**config.mk**
```make
export PLATFORM = sky130hd
export DESIGN_NAME = rst_req_ctrl
export DESIGN_NICKNAME = d
export VERILOG_FILES = /design/src/rtl/rst_req_pkg.sv /design/src/rtl/rst_sync_bank.sv /design/src/rtl/rst_class_hold.sv /design/src/rtl/rst_req_ctrl.sv
export SDC_FILE = /design/constraint.sdc
export NUM_CORES = 1
export LEC_CHECK = 0
export BUFFER_PORTS_ARGS = -buffer_cell sky130_fd_sc_hd__buf_2
export CORE_MARGIN = 2
export CORE_UTILIZATION = 30
export CTS_CLUSTER_SIZE = 8
export DETAILED_ROUTE_END_ITERATION = 16
export HOLD_SLACK_MARGIN = 0.15
export PLACE_DENSITY = 0.55
export SYNTH_ARGS = -nofsm -noshare
export SYNTH_HDL_FRONTEND = slang
export SYNTH_SLANG_ARGS = --single-unit
```
**constraint.sdc**
```tcl
create_clock -name clk -period 3.4 [get_ports clk]
set_input_delay 0.34 -clock clk [delete_from_list [all_inputs] [get_ports clk]]
set_output_delay 0.34 -clock clk [all_outputs]
set_load 0.02 [all_outputs]
```
**src/rtl/rst_req_pkg.sv**
```systemverilog
package rst_req_pkg;

  typedef enum logic [3:0] {
    CAUSE_NONE     = 4'd0,
    CAUSE_POR      = 4'd1,
    CAUSE_FAB_COLD = 4'd2,
    CAUSE_CFG_LOAD = 4'd3,
    CAUSE_SECURE   = 4'd4,
    CAUSE_SW_COLD  = 4'd5,
    CAUSE_WARM_PIN = 4'd8,
    CAUSE_FAB_WARM = 4'd9,
    CAUSE_SW_WARM  = 4'd10,
    CAUSE_CPU_WDT0 = 4'd11,
    CAUSE_CPU_WDT1 = 4'd12,
    CAUSE_SYS_WDT0 = 4'd13,
    CAUSE_SYS_WDT1 = 4'd14
  } rst_cause_e;

  // Positions of the synchronised request vector (all active high)
  localparam int SRC_POR      = 0;
  localparam int SRC_FAB_COLD = 1;
  localparam int SRC_CFG      = 2;
  localparam int SRC_SEC      = 3;
  localparam int SRC_WPIN     = 4;
  localparam int SRC_FAB_WARM = 5;
  localparam int SRC_CPU0     = 6;
  localparam int SRC_CPU1     = 7;
  localparam int SRC_SYS0     = 8;
  localparam int SRC_SYS1     = 9;
  localparam int SRC_DBG_PORT = 10;
  localparam int SRC_FAB_DBG  = 11;
  localparam int NUM_SRC      = 12;

  // Class indices
  localparam int CLS_COLD = 0;
  localparam int CLS_WARM = 1;
  localparam int CLS_DBG  = 2;
  localparam int NUM_CLS  = 3;

  typedef logic [NUM_SRC-1:0] src_vec_t;

  function automatic logic any_cold(src_vec_t s, logic sw);
    return s[SRC_POR] | s[SRC_FAB_COLD] | s[SRC_CFG] | s[SRC_SEC] | sw;
  endfunction

  function automatic logic any_warm(src_vec_t s, logic sw);
    return s[SRC_WPIN] | s[SRC_FAB_WARM] | s[SRC_CPU0] | s[SRC_CPU1] |
           s[SRC_SYS0] | s[SRC_SYS1] | sw;
  endfunction

  function automatic logic any_dbg(src_vec_t s);
    return s[SRC_DBG_PORT] | s[SRC_FAB_DBG];
  endfunction

  function automatic rst_cause_e cold_code(src_vec_t s, logic sw);
    if (s[SRC_POR])           return CAUSE_POR;
    else if (s[SRC_FAB_COLD]) return CAUSE_FAB_COLD;
    else if (s[SRC_CFG])      return CAUSE_CFG_LOAD;
    else if (s[SRC_SEC])      return CAUSE_SECURE;
    else if (sw)              return CAUSE_SW_COLD;
    return CAUSE_NONE;
  endfunction

  function automatic rst_cause_e warm_code(src_vec_t s, logic sw);
    if (s[SRC_WPIN])          return CAUSE_WARM_PIN;
    else if (s[SRC_FAB_WARM]) return CAUSE_FAB_WARM;
    else if (sw)              return CAUSE_SW_WARM;
    else if (s[SRC_CPU0])     return CAUSE_CPU_WDT0;
    else if (s[SRC_CPU1])     return CAUSE_CPU_WDT1;
    else if (s[SRC_SYS0])     return CAUSE_SYS_WDT0;
    else if (s[SRC_SYS1])     return CAUSE_SYS_WDT1;
    return CAUSE_NONE;
  endfunction

endpackage

```
**src/rtl/rst_sync_bank.sv**
```systemverilog
module rst_sync_bank #(
  parameter int WIDTH  = 12,
  parameter int STAGES = 2
) (
  input  logic             clk,
  input  logic             rst_n,
  input  logic [WIDTH-1:0] async_i,
  output logic [WIDTH-1:0] sync_o
);
  logic [STAGES-1:0][WIDTH-1:0] chain_q;

  // Reset value is "requesting" so a power-on keeps every class busy
  always_ff @(posedge clk or negedge rst_n) begin
    if (!rst_n) begin
      chain_q <= '1;
    end else begin
      chain_q[0] <= async_i;
      for (int s = 1; s < STAGES; s++) chain_q[s] <= chain_q[s-1];
    end
  end

  assign sync_o = chain_q[STAGES-1];
endmodule

```
**src/rtl/rst_class_hold.sv**
```systemverilog
module rst_class_hold #(
  parameter int HOLD = 16
) (
  input  logic clk,
  input  logic rst_n,
  input  logic req_i,
  output logic active_o
);
  localparam int CW = $clog2(HOLD + 1);
  localparam logic [CW-1:0] LOAD = CW'(HOLD);

  logic [CW-1:0] cnt_q;

  always_ff @(posedge clk or negedge rst_n) begin
    if (!rst_n)              cnt_q <= LOAD;
    else if (req_i)          cnt_q <= LOAD;
    else if (cnt_q != '0)    cnt_q <= cnt_q - 1'b1;
  end

  assign active_o = (cnt_q != '0);

  AST_HOLD_LOAD: assert property (@(posedge clk) disable iff (!rst_n)
    req_i |=> active_o);
  AST_HOLD_NO_EARLY_FALL: assert property (@(posedge clk) disable iff (!rst_n)
    $fell(active_o) |-> !$past(req_i));
endmodule

```
**src/rtl/rst_req_ctrl.sv**
```systemverilog
module rst_req_ctrl
  import rst_req_pkg::*;
#(
  parameter int                 NUM_MOD      = 8,
  parameter logic [NUM_MOD-1:0] DBG_MOD_MASK = 8'hC0,
  parameter int                 HOLD         = 16,
  parameter int                 SYNC_STAGES  = 2
) (
  input  logic               clk,
  input  logic               por_n,
  input  logic               warm_pin_n,
  input  logic               fab_cold_n,
  input  logic               fab_warm_n,
  input  logic               fab_dbg_n,
  input  logic               cfg_load,
  input  logic               sec_req,
  input  logic [1:0]         cpu_wdt,
  input  logic [1:0]         sys_wdt,
  input  logic               dbg_port_req,
  input  logic               sw_wr,
  input  logic [1:0]         sw_wdata,
  output logic [1:0]         sw_ctrl,
  output logic [3:0]         cause,
  output logic               fab_cold_rst_n,
  output logic               fab_rst_n,
  output logic               fab_dbg_rst_n,
  output logic [NUM_MOD-1:0] mod_rst_n
);
  src_vec_t raw_req, sync_req;

  always_comb begin
    raw_req               = '0;
    raw_req[SRC_POR]      = ~por_n;
    raw_req[SRC_FAB_COLD] = ~fab_cold_n;
    raw_req[SRC_CFG]      = cfg_load;
    raw_req[SRC_SEC]      = sec_req;
    raw_req[SRC_WPIN]     = ~warm_pin_n;
    raw_req[SRC_FAB_WARM] = ~fab_warm_n;
    raw_req[SRC_CPU0]     = cpu_wdt[0];
    raw_req[SRC_CPU1]     = cpu_wdt[1];
    raw_req[SRC_SYS0]     = sys_wdt[0];
    raw_req[SRC_SYS1]     = sys_wdt[1];
    raw_req[SRC_DBG_PORT] = dbg_port_req;
    raw_req[SRC_FAB_DBG]  = ~fab_dbg_n;
  end

  rst_sync_bank #(.WIDTH(NUM_SRC), .STAGES(SYNC_STAGES)) u_sync (
    .clk(clk), .rst_n(por_n), .async_i(raw_req), .sync_o(sync_req)
  );

  // Named internal events
  logic sw_cold_set, sw_warm_set;
  logic cold_req, warm_own_req, dbg_own_req;
  logic [NUM_CLS-1:0] cls_req, cls_act, cls_act_q;
  logic cold_start, warm_start, cold_done, warm_done;

  assign sw_cold_set  = sw_wr & sw_wdata[0];
  assign sw_warm_set  = sw_wr & sw_wdata[1];
  assign cold_req     = any_cold(sync_req, sw_cold_set);
  assign warm_own_req = any_warm(sync_req, sw_warm_set);
  assign dbg_own_req  = any_dbg(sync_req);

  assign cls_req[CLS_COLD] = cold_req;
  assign cls_req[CLS_WARM] = warm_own_req | cold_req;
  assign cls_req[CLS_DBG]  = dbg_own_req | cold_req;

  for (genvar gc = 0; gc < NUM_CLS; gc++) begin : g_cls
    rst_class_hold #(.HOLD(HOLD)) u_hold (
      .clk(clk), .rst_n(por_n), .req_i(cls_req[gc]), .active_o(cls_act[gc])
    );
  end

  always_ff @(posedge clk or negedge por_n) begin
    if (!por_n) cls_act_q <= '1;
    else        cls_act_q <= cls_act;
  end

  assign cold_start = cold_req & ~cls_act[CLS_COLD];
  assign warm_start = warm_own_req & ~cls_act[CLS_WARM];
  assign cold_done  = cls_act_q[CLS_COLD] & ~cls_act[CLS_COLD];
  assign warm_done  = cls_act_q[CLS_WARM] & ~cls_act[CLS_WARM];

  // Cause record: cold code wins over warm code
  rst_cause_e cause_q;
  always_ff @(posedge clk or negedge por_n) begin
    if (!por_n)          cause_q <= CAUSE_POR;
    else if (cold_start) cause_q <= cold_code(sync_req, sw_cold_set);
    else if (warm_start) cause_q <= warm_code(sync_req, sw_warm_set);
  end
  assign cause = cause_q;

  // Software request bits: write-one-to-set, cleared when their class ends
  logic [1:0] sw_ctrl_q;
  always_ff @(posedge clk or negedge por_n) begin
    if (!por_n) sw_ctrl_q <= '0;
    else        sw_ctrl_q <= (sw_ctrl_q & ~{warm_done, cold_done}) |
                             {sw_warm_set, sw_cold_set};
  end
  assign sw_ctrl = sw_ctrl_q;

  assign fab_cold_rst_n = ~cls_act[CLS_COLD];
  assign fab_rst_n      = ~cls_act[CLS_WARM];
  assign fab_dbg_rst_n  = ~cls_act[CLS_DBG];

  for (genvar gm = 0; gm < NUM_MOD; gm++) begin : g_mod
    if (DBG_MOD_MASK[gm]) begin : g_dbg
      assign mod_rst_n[gm] = ~cls_act[CLS_DBG];
    end else begin : g_warm
      assign mod_rst_n[gm] = ~cls_act[CLS_WARM];
    end
    AST_MOD_COLD: assert property (@(posedge clk) disable iff (!por_n)
      !fab_cold_rst_n |-> !mod_rst_n[gm]);
  end

  AST_COLD_COVERS_ALL: assert property (@(posedge clk) disable iff (!por_n)
    !fab_cold_rst_n |-> (!fab_rst_n && !fab_dbg_rst_n));
  AST_CAUSE_COLD_WINS: assert property (@(posedge clk) disable iff (!por_n)
    cold_start |=> (cause < 4'd8));
  AST_SW_COLD_CLEAR: assert property (@(posedge clk) disable iff (!por_n)
    (cold_done && !sw_cold_set) |=> !sw_ctrl[0]);
  AST_SW_WARM_CLEAR: assert property (@(posedge clk) disable iff (!por_n)
    (warm_done && !sw_warm_set) |=> !sw_ctrl[1]);
endmodule

```
# After elaboration in Yosys (flattened, before gate mapping)
# Index checks and enable logic that the tools add are counted.
totals:
  out_inout_bits: 17
  elab_cells: 85
  inputBits: 16
  register_bits: 47
op_classes:
  bitwise: 30
  mux: 37
  reduce_logical: 7
  n_addsub: 3
op_table:
  columns: ["cell", "count"]
  rows:
  - ["two-way mux 4 bit", 16]
  - ["two-way mux 5 bit", 6]
  - ["two-way mux 1 bit", 15]
  - ["nonzero test 5 bit", 3]
  - ["subtractor 5 x 1 -> 5 bit (second input constant)", 3]
  - ["bitwise OR 1 bit", 13]
  - ["NOT 1 bit", 8]
  - ["nonzero test 2 bit", 4]
  - ["bitwise AND 1 bit", 6]
  - ["bitwise AND 2 bit", 1]
  - ["NOT 2 bit", 1]
  - ["bitwise OR 2 bit", 1]

# Depth between registers and ports, before layout
# Gate-level depths: netlist of the first run.
depth:
  depth_word: 12
  ltp_mapped: 7
  mapped_depth_nobuf: 7

# Hierarchy
# Synthesis of the first run repeated with hierarchy kept, for this count alone.
unflattened:
  cells_unflattened: 171
  area_unflattened_um2: 2026.9
modules_own_cells:
  columns: ["module", "instances", "area_per_inst_um2", "cells_each", "seq_area_each_um2"]
  rows:
  - ["rst_class_hold", 3, 262.8, 25, 126.4]
  - ["rst_sync_bank", 1, 720.7, 36, 630.6]
  - ["rst_req_ctrl", 1, 518.0, 60, 203.9]

# Worst setup path before layout of the first run
# OpenSTA, ideal clock, no wires.
synth_path:
  path_type: "flip-flop to output port"
  startpoint: "register g_cls[2].u_hold.cnt_q[0]"
  endpoint: "output port mod_rst_n[6]"
  n_path_buf: 1
  slack_ps: 1408
  stages_incl_launch_ff: 5
  arrival_ps: 1652
  t_required_ps: 3060
  cell_sequence: "dfrtp_1 -> inv_1 -> ha_1 -> nor4b_2 -> buf_4"
synth_via:
  elab_chain_len: 2
synth_rtl:
  columns: ["item", "line", "source"]
  rows:
  - ["start, declared", "rst_class_hold.sv:12", "logic [CW-1:0] cnt_q;"]
  - ["start signal, assigned", "rst_class_hold.sv:17", "else if (cnt_q != '0) cnt_q <= cnt_q - 1'b1;"]
  - ["nonzero test 5 bit", "rst_class_hold.sv:20", "assign active_o = (cnt_q != '0);"]
  - ["NOT 1 bit", null, null]
  - ["end, declared", "rst_req_ctrl.sv:27", "output logic [NUM_MOD-1:0] mod_rst_n"]
# Every way passes these cells.

# Worst setup path after layout of the first run
layout_path:
  startpoint: "register g_cls[2].u_hold.cnt_q[0]"
  endpoint: "output port fab_dbg_rst_n"
layout_via:
  elab_chain_len: 2
layout_rtl:
  columns: ["item", "line", "source"]
  rows:
  - ["nonzero test 5 bit", "rst_class_hold.sv:20", null]
  - ["NOT 1 bit", "rst_req_ctrl.sv:103", "assign fab_dbg_rst_n = ~cls_act[CLS_DBG];"]
  - ["end, declared", "rst_req_ctrl.sv:26", "output logic fab_dbg_rst_n,"]
# Every way passes these cells.

==> key figures, run 1 <==
Setup path
  • Setup Crit Path Kind: flip-flop to output pin
  • Worst R2R Start: g_cls[1].u_hold.cnt_q[0]$_DFFE_PN0P_
  • Worst Path Arrival: 1800 ps
  • CP Capture Point: fab_dbg_rst_n
  • Worst reg2reg path depth: 7
  • R2R Setup Slk: approximately 1500 ps
  • Crit path capture type: output pin
  • Crit Path Max Fanout: 8
  • Crit path launch: g_cls[2].u_hold.cnt_q[0]$_DFFE_PN0P_
  • Kind of start point of the critical path: flip-flop
  • Worst path required time: 3060 ps
  • FF-to-FF End: cause[0]$_DFFE_PN1P_

Clock network
  • CTS sink cnt: 47
  • Worst-path clk slew: 80 ps
  • CTS tree: built
  • Total CTS buffers: 5
  • Post_cts resized: 0
  • CTS Buffer Depth: 2
  • Clock insertion delay at the later pin of the skew report: 300 ps
  • CTS root buffer: clkbuf_8
  • # H-tree levels: 2
  • Post-CTS setup repair buffer count: 0

Logic synthesis
  • Compound-Gate Fraction of Synth Area: between 10 and 15%
  • Synth Area per Inst: 12.4 um^2
  • FF+latch count, synth: 47
  • Post-synthesis simple-gate area fraction: 15.4%
  • Post-synthesis adder-cell area fraction: 1.95%
  • Netlist cell types: 38
  • YS warnings: 0
  • Register area share after synthesis: 62.9%
  • Largest family of logic cells by synthesized area: simple AND/OR/NAND/NOR gates
  • Synthesized cell area: 0.00193 mm^2
  • Mux contribution to synthesized area: less than 1%
  • Syn_nets: around 180
  • Post-Synth XOR/XNOR Area: 1.36%
  • Post-Syn Instances: 156

Floorplan
  • Die width: 84.2 um
  • Die Y: approximately 84 um
  • CORE AREA: 0.00628 mm^2
  • Die ar.: 0.00708 mm^2
  • Rows: 29
  • Starting Density: 30.7%
  • I/O Pins: 33

Min path
  • Worst hold path type: input port to flip-flop

Power
  • Int Pwr: 856 uW
  • Logic pwr share: 9.4%
  • Clk pwr share: 34.6%
  • Share of total power in sequential cells: approximately 56%
  • Pwr/cell area: 469 mW/mm^2
  • LEAKAGE: 1.10 nW
  • Psw: 253 uW
  • Peak VDD IR: 0.195 mV
  • Net Sw Frac: 22.8%
  • Pwr Total: 1.11 mW

Detailed routing
  • First-pass iteration count of the detailed router: 4
  • WL/cell: 10.7 um
  • Via count: ~1200
  • Total Wirelength: 2.97 mm
  • Vias per Instance: 4.42
  • Initial DRC Count: 96
  • DRC Markers: 0
  • Antenna viol nets, final: 0

STA
  • Final Max Tran Viols: 0
  • Clk_skew: 8.18 ps
  • Setup repair after global routing missed its margin: false
  • Slew @ Worst Pin: 684 ps
  • Setup_tns: 0 ps
  • Final Setup Violations: 0
  • Max_slew headroom: between 50% and 60%
  • Final Hold Viols: 0
  • Clock period minus worst slack: 2140 ps
  • Fmax: 0.466 GHz
  • Period utilization: 63.1%

Outcome
  • Status: complete, no violations

Global routing
  • Maximum number of pins on one net before global-route repair: 34
  • Number of global-route vias before repair: between 1000 and 1500
  • GRT Resource Usage Total: about a tenth
  • Initial antenna violation count: 0
  • GRT Residual Overflow: 0
  • First-pass GRT wire length: 5.27 mm

Placed design
  • IO Port Bufs: 32
  • Cells after DPL: 258
  • GPL Wtd Cong: 0.726
  • HPWL after detailed placement: approximately 2.2 mm

Job
  • Max Cap Viol: 0

Layout
  • Layout Cells excl Fill: 278
  • Syn-to-layout area delta: 22.6%
  • Diodes inserted: 0
  • Share of cells above drive strength 1: 42.3%
  • Fin nets: 219
[cell usage in the layout, fill, tap and decap left out, types with 2 or more instances in the layout]
master / synthesis / routed
xnor2_1: 3 / 3
ha_1: 3 / 3
nor4_1: 2 / 2
clkbuf_8: 0 / 6
a21oi_2: 2 / 2
buf_2: 0 / 32
nor4b_4: 2 / 2
nor3_1: 8 / 8
a22o_1: 2 / 2
nand2_1: 6 / 6
dfrtp_1: 17 / 17
dlygate4sd3_1: 0 / 12
a21oi_1: 8 / 8
inv_1: 14 / 14
nor2_1: 23 / 23
a21o_1: 4 / 4
a211oi_1: 2 / 2
dfstp_2: 30 / 30
[power groups by stage]
| stage | Sequential (mW) | Combinational (mW) | Clock, mW |
|---|---|---|---|
| after CTS | 0.622 | 0.106 | 0.402 |
| final | 0.621 | 0.104 | 0.384 |
| after global placement | 0.632 | 0.0941 | 0 |
| after global routing | 0.625 | 0.117 | 0.428 |
| after floorplan | 0.643 | 0.0367 | 0 |
| after detailed placement | 0.631 | 0.0953 | 0 |
[cell usage after synthesis, drive strengths merged]
master	count	area [um^2]
a2111oi	1	27.5
a211oi	2	15.0
a21o	4	30.0
a21oi	11	73.8
a22o	2	17.5
a2bb2oi	1	8.76
a31oi	1	6.26
a41oi	1	16.3
buf	8	60.1
dfrtp	17	425
dfstp	30	788
ha	3	37.5
inv	16	62.6
mux2i	1	10.0
nand2	6	22.5
nand2b	1	6.26
nand3b	1	7.51
nand4	1	6.26
nor2	23	86.3
nor2b	1	6.26
nor3	9	56.3
nor4	2	12.5
nor4b	3	62.6
o2111ai	1	8.76
o21ai	2	10.0
o22ai	1	6.26
or2	1	6.26
or3	3	25.0
xnor2	3	26.3
[registers in the layout (all words and copies together) (netlist names)]
signal / flops
g_cls.u_hold.cnt_q: 15
sw_ctrl: 2
cls_act_q: 2
u_sync.chain_q: 12
u_sync.sync_o: 12
cause: 4
[how the worst min path moves through the flow]
stage	startpoint	end	cells after the start
after floorplan	por_n	cause[1]$_DFFE_PN0P_	0
after global placement	u_sync.chain_q[0]$_DFF_PN1_	u_sync.sync_o[0]$_DFF_PN1_	0
after detailed placement	u_sync.chain_q[4]$_DFF_PN1_	u_sync.sync_o[4]$_DFF_PN1_	0
after CTS	sw_wdata[0]	sw_ctrl[0]$_DFF_PN0_	2
after global routing	sw_wdata[0]	sw_ctrl[0]$_DFF_PN0_	2
final	sw_wdata[0]	sw_ctrl[0]$_DFF_PN0_	2
[worst max-delay path, stage by stage, from the launching register on]
cell,delay (ps)
dfrtp_1,380
inv_1,80
ha_1,210
nor4b_2,560
buf_2,280
[cells by family after synthesis]
kind of cell,after synthesis
mux,1
compound gates,27
flops,47
simple gates,51
xor+xnor,3
buf+inv,24
fa+ha+maj,3
[per-stage QoR]
step / area, um^2 / utilization [%] / setup slack [ps] / hold WS [ps]
after floorplan: 1930 / - / 1410 / 44.4
after global placement: 2130 / 34.0 / 1500 / 346
after detailed placement: 2130 / 34.0 / 1500 / 347
after CTS: 2360 / 37.7 / 1230 / 296
after global routing: 2360 / 37.7 / 1110 / 306
final: 2360 / 37.7 / 1260 / 306
[routing by layer]
metal,vias up,global-route usage [%],share of wire [%]
met3,6,2.65,3.7
met5,-,0,0
li1,609,-,-
met1,589,12.3,47
met4,0,5.28,2.7
met2,24,14.2,46
[layout make-up]
class	count	area [um^2]
clock inverter	1	5.00
sequential	47	1210
timing repair buffer	45	288
inverter	16	62.6
tap	77	96.3
fill	640	3910
clock buffer	7	108
multi-input combinational	85	592
[what timing repair did]
item | in CTS | in global routing
hold buffers | 12 | 0
hold endpoints to repair | 25 | 0
setup endpoints to repair | 0 | 0
Power figures use the tool's default switching activity.
==> run 2, diff against run 1 <==
ABC_AREA = 1   (was unset)
clock period = 2 ns   (was 3.4 ns; I/O delays follow)
==> run 2 against run 1 <==
  * Wire length increased by 1.7%
  * Critical path depth increased by 3
  * Sequential power increased by 66%
  * Hold slack got worse by 120 ps
  * Non-clock buffer count increased by 1
  * Die area increased by 2.2%
  * Setup slack got worse by 1000 ps
  * Critical path type unchanged
  * Synthesized cell count increased by 25%
  * Clock power increased by 49%
==> key figures, run 2 <==
Logic synthesis
  • Syn_nets: 214 (was 175)
  • Compound-Gate Fraction of Synth Area: 4.25% (was 11.4%)
  • Number of flops mapped to enable cells by yosys: 0 (unchanged)
  • Synthesized cell area: 0.00197 mm^2 (was 0.00193 mm^2)
  • Top-count cell post-synth: nand2_1 (was dfstp_2)
  • List of most frequent post-synthesis cells: 47 x nand2_1, 30 x dfstp_2, 25 x inv_1 (was 30 x dfstp_2, 23 x nor2_1, 17 x dfrtp_1)
  • YS warnings: 0 (unchanged)
  • Register area share after synthesis: 61.5% (was 62.9%)
  • Mux contribution to synthesized area: 0% (was 0.519%)
  • Post-Syn Instances: 195 (was 156)
  • Post-synthesis adder-cell area fraction: 1.90% (was 1.95%)
  • Yosys top cell by area: dfstp_2 (unchanged)
  • Synth Area per Inst: 10.1 um^2 (was 12.4 um^2)
  • FF+latch count, synth: 47 (unchanged)
  • Top FF cell, synth: dfstp_2 (unchanged)
  • Top-area cell type share of the netlist area: 40.0% (was 40.9%)
  • Post-synthesis simple-gate area fraction: 21.4% (was 15.4%)
  • Synth top area cells: dfstp_2 40%, dfrtp_1 22%, nand2_1 8.9% (was dfstp_2 41%, dfrtp_1 22%, nor2_1 4.5%)
  • Largest family of logic cells by synthesized area: simple AND/OR/NAND/NOR gates (unchanged)
  • Netlist cell types: 26 (was 38)
  • Fraction of registers with async set/reset: 100% (unchanged)
  • Post-Synth XOR/XNOR Area: 1.33% (was 1.36%)

Power
  • Net Sw Frac: 24.4% (was 22.8%)
  • Int Pwr: 1.33 mW (was 856 uW)
  • Peak VDD IR: 0.459 mV (was 0.195 mV)
  • Pwr/cell area: 734 mW/mm^2 (was 469 mW/mm^2)
  • Share of total power in sequential cells: 58.6% (was 56.0%)
  • Clk pwr share: 32.6% (was 34.6%)
  • LEAKAGE: 1.24 nW (was 1.10 nW)
  • Pwr Total: 1.76 mW (was 1.11 mW)
  • Psw: 430 uW (was 253 uW)
  • Logic pwr share: 8.8% (was 9.4%)

Layout
  • Share of cells above drive strength 1: 38.2% (was 42.3%)
  • Leading cell type in the layout, fill and taps excluded: nand2_1 (was buf_2)
  • Reg with most FFs: g_cls.u_hold.cnt_q (unchanged)
  • Post-Layout Inst Area: 0.00240 mm^2 (was 0.00236 mm^2)
  • Diodes inserted: 0 (unchanged)
  • Final Core Density: 37.8% (was 37.7%)
  • Syn-to-layout area delta: 21.7% (was 22.6%)
  • Max reg flops: 15 (unchanged)
  • Layout Cells excl Fill: 318 (was 278)
  • Most frequent cells in the layout: 47 x nand2_1, 32 x buf_2, 30 x dfstp_2 (was 32 x buf_2, 30 x dfstp_2, 23 x nor2_1)
  • Fin nets: 259 (was 219)

Detailed routing
  • Via count: 1262 (was 1228)
  • DRC Markers: 0 (unchanged)
  • First-pass iteration count of the detailed router: 4 (unchanged)
  • WL/cell: 9.50 um (was 10.7 um)
  • Total Wirelength: 3.02 mm (was 2.97 mm)
  • Vias per Instance: 3.97 (was 4.42)
  • Antenna viol nets, final: 0 (unchanged)
  • Initial DRC Count: 41 (was 96)

STA
  • Setup repair after global routing missed its margin: false (unchanged)
  • Period utilization: 88.0%
  • Setup_tns: 0 ps (unchanged)
  • Clock period minus worst slack: approximately 1800 ps
  • Final Max Tran Viols: 0 (unchanged)
  • Post-route setup slack: 240 ps (was 1260 ps)
  • Final Setup Violations: 0 (unchanged)
  • Clk_skew: 4.28 ps (was 8.18 ps)
  • Max_slew headroom: 69.4% (was 54.4%)
  • Fmax: 0.568 GHz
  • Hold slack: 190 ps (was 306 ps)
  • Slew @ Worst Pin: 459 ps (was 684 ps)
  • Final Hold Viols: 0 (unchanged)

Setup path
  • Worst path cell trace: inv_1, ha_1, inv_1, nor3_2, nand2_1, inv_2, buf_2 (was inv_1, ha_1, nor4b_2, buf_2)
  • Worst reg2reg path depth: 9 (was 7)
  • Crit Path Max Fanout: 5 (was 8)
  • Critical Path Max Stage Delay: 380 ps (was 560 ps)
  • Worst path required time: 1800 ps (was 3060 ps)
  • Kind of start point of the critical path: flip-flop (unchanged)
  • Slowest cell on crit path: dfrtp_1 (was nor4b_2)
  • Most frequent CP cell: inv_1
  • Crit path capture type: output pin (unchanged)
  • Setup Crit Path Kind: flip-flop to output pin (unchanged)
  • Worst Path Arrival: 1560 ps (was 1800 ps)

Global routing
  • GRT Resource Usage Total: 9.32% (was 9.46%)
  • Maximum number of pins on one net before global-route repair: 23 (was 34)
  • First-pass GRT wire length: 5.24 mm (was 5.27 mm)
  • Number of global-route vias before repair: 1189 (was 1162)
  • GRT Residual Overflow: 0 (unchanged)
  • Initial antenna violation count: 0 (unchanged)

Job
  • Max Cap Viol: 0 (unchanged)

Floorplan
  • Starting Density: 31.1% (was 30.7%)
  • Die ar.: 0.00724 mm^2 (was 0.00708 mm^2)
  • CORE AREA: 0.00635 mm^2 (was 0.00628 mm^2)
  • Die Y: 85.1 um (was 84.2 um)
  • Die width: 85.1 um (was 84.2 um)
  • I/O Pins: 33 (unchanged)
  • Rows: 29 (unchanged)

Clock network
  • Total CTS buffers: 5 (unchanged)
  • CTS tree: built (unchanged)
  • Clock insertion delay at the later pin of the skew report: 300 ps (about the same)
  • Post-CTS setup repair buffer count: 0 (unchanged)
  • CTS sink cnt: 47 (unchanged)
  • Worst-path clk slew: 90 ps (was 80 ps)
  • CTS root buffer: clkbuf_8 (unchanged)
  • # H-tree levels: 2 (unchanged)
  • CTS Buffer Depth: 2 (unchanged)

Placed design
  • HPWL after detailed placement: 2.25 mm (was 2.15 mm)
  • Cells after DPL: 298 (was 258)
  • IO Port Bufs: 32 (unchanged)
  • GPL Wtd Cong: 0.747 (was 0.726)
  • Place WS: 492 ps (was 1500 ps)
  • Placed cell area: 0.00218 mm^2 (was 0.00213 mm^2)

Outcome
  • Status: complete, no violations (unchanged)

Min path
  • WHS Path Cells: 3 (was 2)
  • Worst hold path type: input port to flip-flop (unchanged)
-- run 2: power groups by stage --
stage               registers [mW]  logic [mW]  clock network, mW
floorplan                     1.06      0.0621                  0
global placement              1.05       0.139                  0
detailed placement            1.05       0.140                  0
CTS                           1.03       0.158              0.605
global route                  1.04       0.176              0.637
finish                        1.03       0.155              0.574
-- run 2: critical path, delay by kind of cell (launching register included) --
kind / cells / cell delay [ps]
fa+ha+maj: 1 / 170
simple gates: 2 / 280
buf+inv: 4 / 420
flops: 1 / 380
-- run 2: routing by layer --
metal / GRT usage, % / part of all wire, %
met4: 4.76 / 2.8
met2: 13.3 / 41
met5: 0 / 0
met1: 12.6 / 51
met3: 3.21 / 5.3
-- run 2: kinds of logic after synthesis --
logic type,Yosys count
flip-flops,47
AO/OA/AOI/OAI,15
adder cells (fa/ha/maj),3
buffers and inverters,42
AND/OR/NAND/NOR,85
XOR/XNOR,3
-- run 2: worst paths after layout --
check,from,to,slack [ps]
setup / recovery,g_cls[2].u_hold.cnt_q[0]$_DFFE_PN0P_,mod_rst_n[6],240
hold / removal,sw_wdata[0],sw_ctrl[0]$_DFF_PN0_,190
setup reg to reg,g_cls[1].u_hold.cnt_q[0]$_DFFE_PN0P_,cause[1]$_DFFE_PN0P_,540
hold reg to reg,u_sync.chain_q[7]$_DFF_PN1_,u_sync.sync_o[7]$_DFF_PN1_,360
max in group asynchronous,por_n,cls_act_q[1]$_DFF_PN1_,990
min in group asynchronous,por_n,g_cls[2].u_hold.cnt_q[3]$_DFFE_PN0P_,380
-- run 2: cell type report --
| type | count | area [um^2] |
|---|---|---|
| Tap cell | 77 | 96.3 |
| Sequential cell | 47 | 1210 |
| Fill cell | 638 | 3950 |
| Multi-Input combinational cell | 106 | 576 |
| Timing Repair Buffer | 46 | 295 |
| Clock buffer | 5 | 68.8 |
| Inverter | 34 | 128 |
| Clock inverter | 3 | 22.5 |
-- run 2: what timing repair did --
item | CTS | global route
endpoints found under the setup margin | 0 | 3
hold buffers | 12 | 0
resized for setup | 0 | 1
hold endpoints to repair | 18 | 0
==> run 3, diff against run 2 <==
PLACE_DENSITY = unset   (was 0.55)
PLACE_DENSITY_LB_ADDON = 0.1   (was unset)
==> run 3 against run 2 <==
  * Sequential power about the same
  * Clock skew up 3.9 ps
  * Clock power up 1%
  * Final area down 0.21%
  * Via count up 3.4%
  * Highest routed layer unchanged
  * Hold slack worse by 8.4 ps
  * Largest power group unchanged
==> key figures, run 3 (synthesis gave the netlist of run 2 again) <==
Placed design
  • GPL Wtd Cong: 0.782 (was 0.747)
  • IO Port Bufs: 32 (unchanged)
  • HPWL after detailed placement: 2.42 mm (was 2.25 mm)
  • Place WS: 500 ps (was 492 ps)
  • Cells after DPL: 298 (unchanged)

Detailed routing
  • Initial DRC Count: 63 (was 41)
  • Via count: 1305 (was 1262)
  • WL/cell: 10.4 um (was 9.50 um)
  • Total Wirelength: 3.30 mm (was 3.02 mm)
  • First-pass iteration count of the detailed router: 3 (was 4)
  • Vias per Instance: 4.10 (was 3.97)
  • Antenna viol nets, final: 0 (unchanged)
  • DRC Markers: 0 (unchanged)

Global routing
  • GRT Resource Usage Total: 9.97% (was 9.32%)
  • Initial antenna violation count: 0 (unchanged)
  • Number of global-route vias before repair: 1285 (was 1189)
  • First-pass GRT wire length: 5.68 mm (was 5.24 mm)
  • Maximum number of pins on one net before global-route repair: 27 (was 23)
  • GRT Residual Overflow: 0 (unchanged)

Setup path
  • Worst reg2reg path depth: 9 (unchanged)
  • Critical Path Max Stage Delay: 380 ps (about the same)
  • FF-to-FF End: cause[1]$_DFFE_PN0P_ (unchanged)
  • Critical path depth: 7 (unchanged)
  • Worst Path Arrival: 1620 ps (was 1560 ps)
  • Crit-path leading delay family: buffers and inverters (unchanged)
  • Buffers & Inverters on Critical Path: 4 (unchanged)
  • Worst R2R Start: g_cls[1].u_hold.cnt_q[0]$_DFFE_PN0P_ (unchanged)
  • Worst path required time: 1800 ps (about the same)
  • Worst path cell trace: inv_1, ha_1, inv_1, nor3_1, nand2_1, inv_2, buf_2 (was inv_1, ha_1, inv_1, nor3_2, nand2_1, inv_2, buf_2)
  • Kind of start point of the critical path: flip-flop (unchanged)
  • Slowest cell on crit path: dfrtp_1 (unchanged)
  • Setup Crit Path Kind: flip-flop to output pin (unchanged)
  • R2R Setup Slk: 550 ps (was 540 ps)
  • Crit path capture type: output pin (unchanged)
  • Most frequent CP cell: inv_1 (unchanged)
  • Crit Path Max Fanout: 5 (unchanged)

STA
  • Period utilization: 91.1% (was 88.0%)
  • Post-route setup slack: 179 ps (was 240 ps)
  • Clk_skew: 8.22 ps (was 4.28 ps)
  • Setup repair after global routing missed its margin: false (unchanged)
  • Final Hold Viols: 0 (unchanged)
  • Final Max Tran Viols: 0 (unchanged)
  • Slew @ Worst Pin: 541 ps (was 459 ps)
  • Fmax: 0.549 GHz (was 0.568 GHz)
  • Setup_tns: 0 ps (unchanged)
  • Max_slew headroom: 63.9% (was 69.4%)
  • Clock period minus worst slack: 1820 ps (was 1760 ps)
  • Final Setup Violations: 0 (unchanged)

Power
  • LEAKAGE: 1.24 nW (about the same)
  • Pwr/cell area: 740 mW/mm^2 (was 734 mW/mm^2)
  • Pwr Total: 1.77 mW (was 1.76 mW)
  • Peak VDD IR: 0.277 mV (was 0.459 mV)

Floorplan
  • Starting Density: 31.1% (unchanged)
  • Die width: 85.1 um (unchanged)
  • Rows: 29 (unchanged)
  • I/O Pins: 33 (unchanged)
  • Die ar.: 0.00724 mm^2 (unchanged)
  • Die Y: 85.1 um (unchanged)
  • CORE AREA: 0.00635 mm^2 (unchanged)

Min path
  • Worst hold path type: input port to flip-flop (unchanged)
  • WHS Path Cells: 3 (unchanged)
  • Hold_sp: sw_wdata[0] (unchanged)
  • Worst hold endpoint: sw_ctrl[0]$_DFF_PN0_ (unchanged)

Layout
  • Max reg flops: 15 (unchanged)
  • Reg with most FFs: g_cls.u_hold.cnt_q (unchanged)
  • Share of cells above drive strength 1: 37.8% (was 38.2%)
  • Layout Cells excl Fill: 318 (unchanged)
  • Leading cell type in the layout, fill and taps excluded: nand2_1 (unchanged)
  • Diodes inserted: 0 (unchanged)
  • Fin nets: 259 (unchanged)
  • Final Core Density: 37.7% (was 37.8%)
  • Syn-to-layout area delta: 21.4% (was 21.7%)
  • Fillers: 641 (was 638)
  • Most frequent cells in the layout: 47 x nand2_1, 32 x buf_2, 30 x dfstp_2 (unchanged)

Clock network
  • Clock insertion delay at the later pin of the skew report: 300 ps (about the same)
  • Worst-path clk slew: 90 ps (about the same)
  • Post_cts resized: 0 (unchanged)
  • CTS tree: built (unchanged)
  • # H-tree levels: 2 (unchanged)
  • CTS root buffer: clkbuf_8 (unchanged)
  • Total CTS buffers: 5 (unchanged)
  • Cts hold-fix bufs: 12 (unchanged)
  • Post-CTS setup repair buffer count: 0 (unchanged)
  • CTS sink cnt: 47 (unchanged)
  • CTS Buffer Depth: 2 (unchanged)

Job
  • Max Cap Viol: 0 (unchanged)

Outcome
  • Status: complete, no violations (unchanged)
==> run 3: power breakdown <==
| part | total [mW] | internal [mW] | switching [mW] |
|---|---|---|---|
| Sequential | 1.03 | 1.02 | 0.0184 |
| Clock | 0.582 | 0.251 | 0.332 |
| Combinational | 0.155 | 0.0635 | 0.0916 |
==> run 3: area by class of cell <==
| cell class | instances | area (um^2) | share of cell area [%] |
|---|---|---|---|
| well taps | 77 | 96.3 | 4.02 |
| flip-flops and latches | 47 | 1210 | 50.7 |
| multi-input cells | 106 | 571 | 23.8 |
| clock buffers | 5 | 68.8 | 2.87 |
| repair buffers | 46 | 295 | 12.3 |
| inverters | 34 | 128 | 5.33 |
| clock inverters | 3 | 22.5 | 0.940 |
==> run 3: routing by layer <==
metal	global-route usage [%]	share of wire [%]
met5	0	0
met4	4.33	1.6
met3	3.11	4.6
met2	14.9	46
met1	13.3	48
==> run 3: how the worst max path moves through the flow <==
stage                                    startpoint       endpoint
6_report       g_cls[2].u_hold.cnt_q[0]$_DFFE_PN0P_   mod_rst_n[6]
3_3_place_gp   g_cls[2].u_hold.cnt_q[0]$_DFFE_PN0P_  fab_dbg_rst_n
4_1_cts        g_cls[2].u_hold.cnt_q[0]$_DFFE_PN0P_   mod_rst_n[6]
5_1_grt        g_cls[2].u_hold.cnt_q[0]$_DFFE_PN0P_  fab_dbg_rst_n
2_1_floorplan  g_cls[2].u_hold.cnt_q[0]$_DFFE_PN0P_   mod_rst_n[6]
3_5_place_dp   g_cls[2].u_hold.cnt_q[0]$_DFFE_PN0P_   mod_rst_n[6]
==> run 3: tightest hold or removal path: stages <==
cell and delay (ps):
buf_2 90, nand2_1 80, nand2_1 70
==> run 3: per-stage QoR <==
stage	hold WS, ps	instance area, um^2
final	181	2390
after global routing	191	2390
after CTS	178	2390
after detailed placement	223	2180
after global placement	218	2180
after floorplan	-95.6	1970
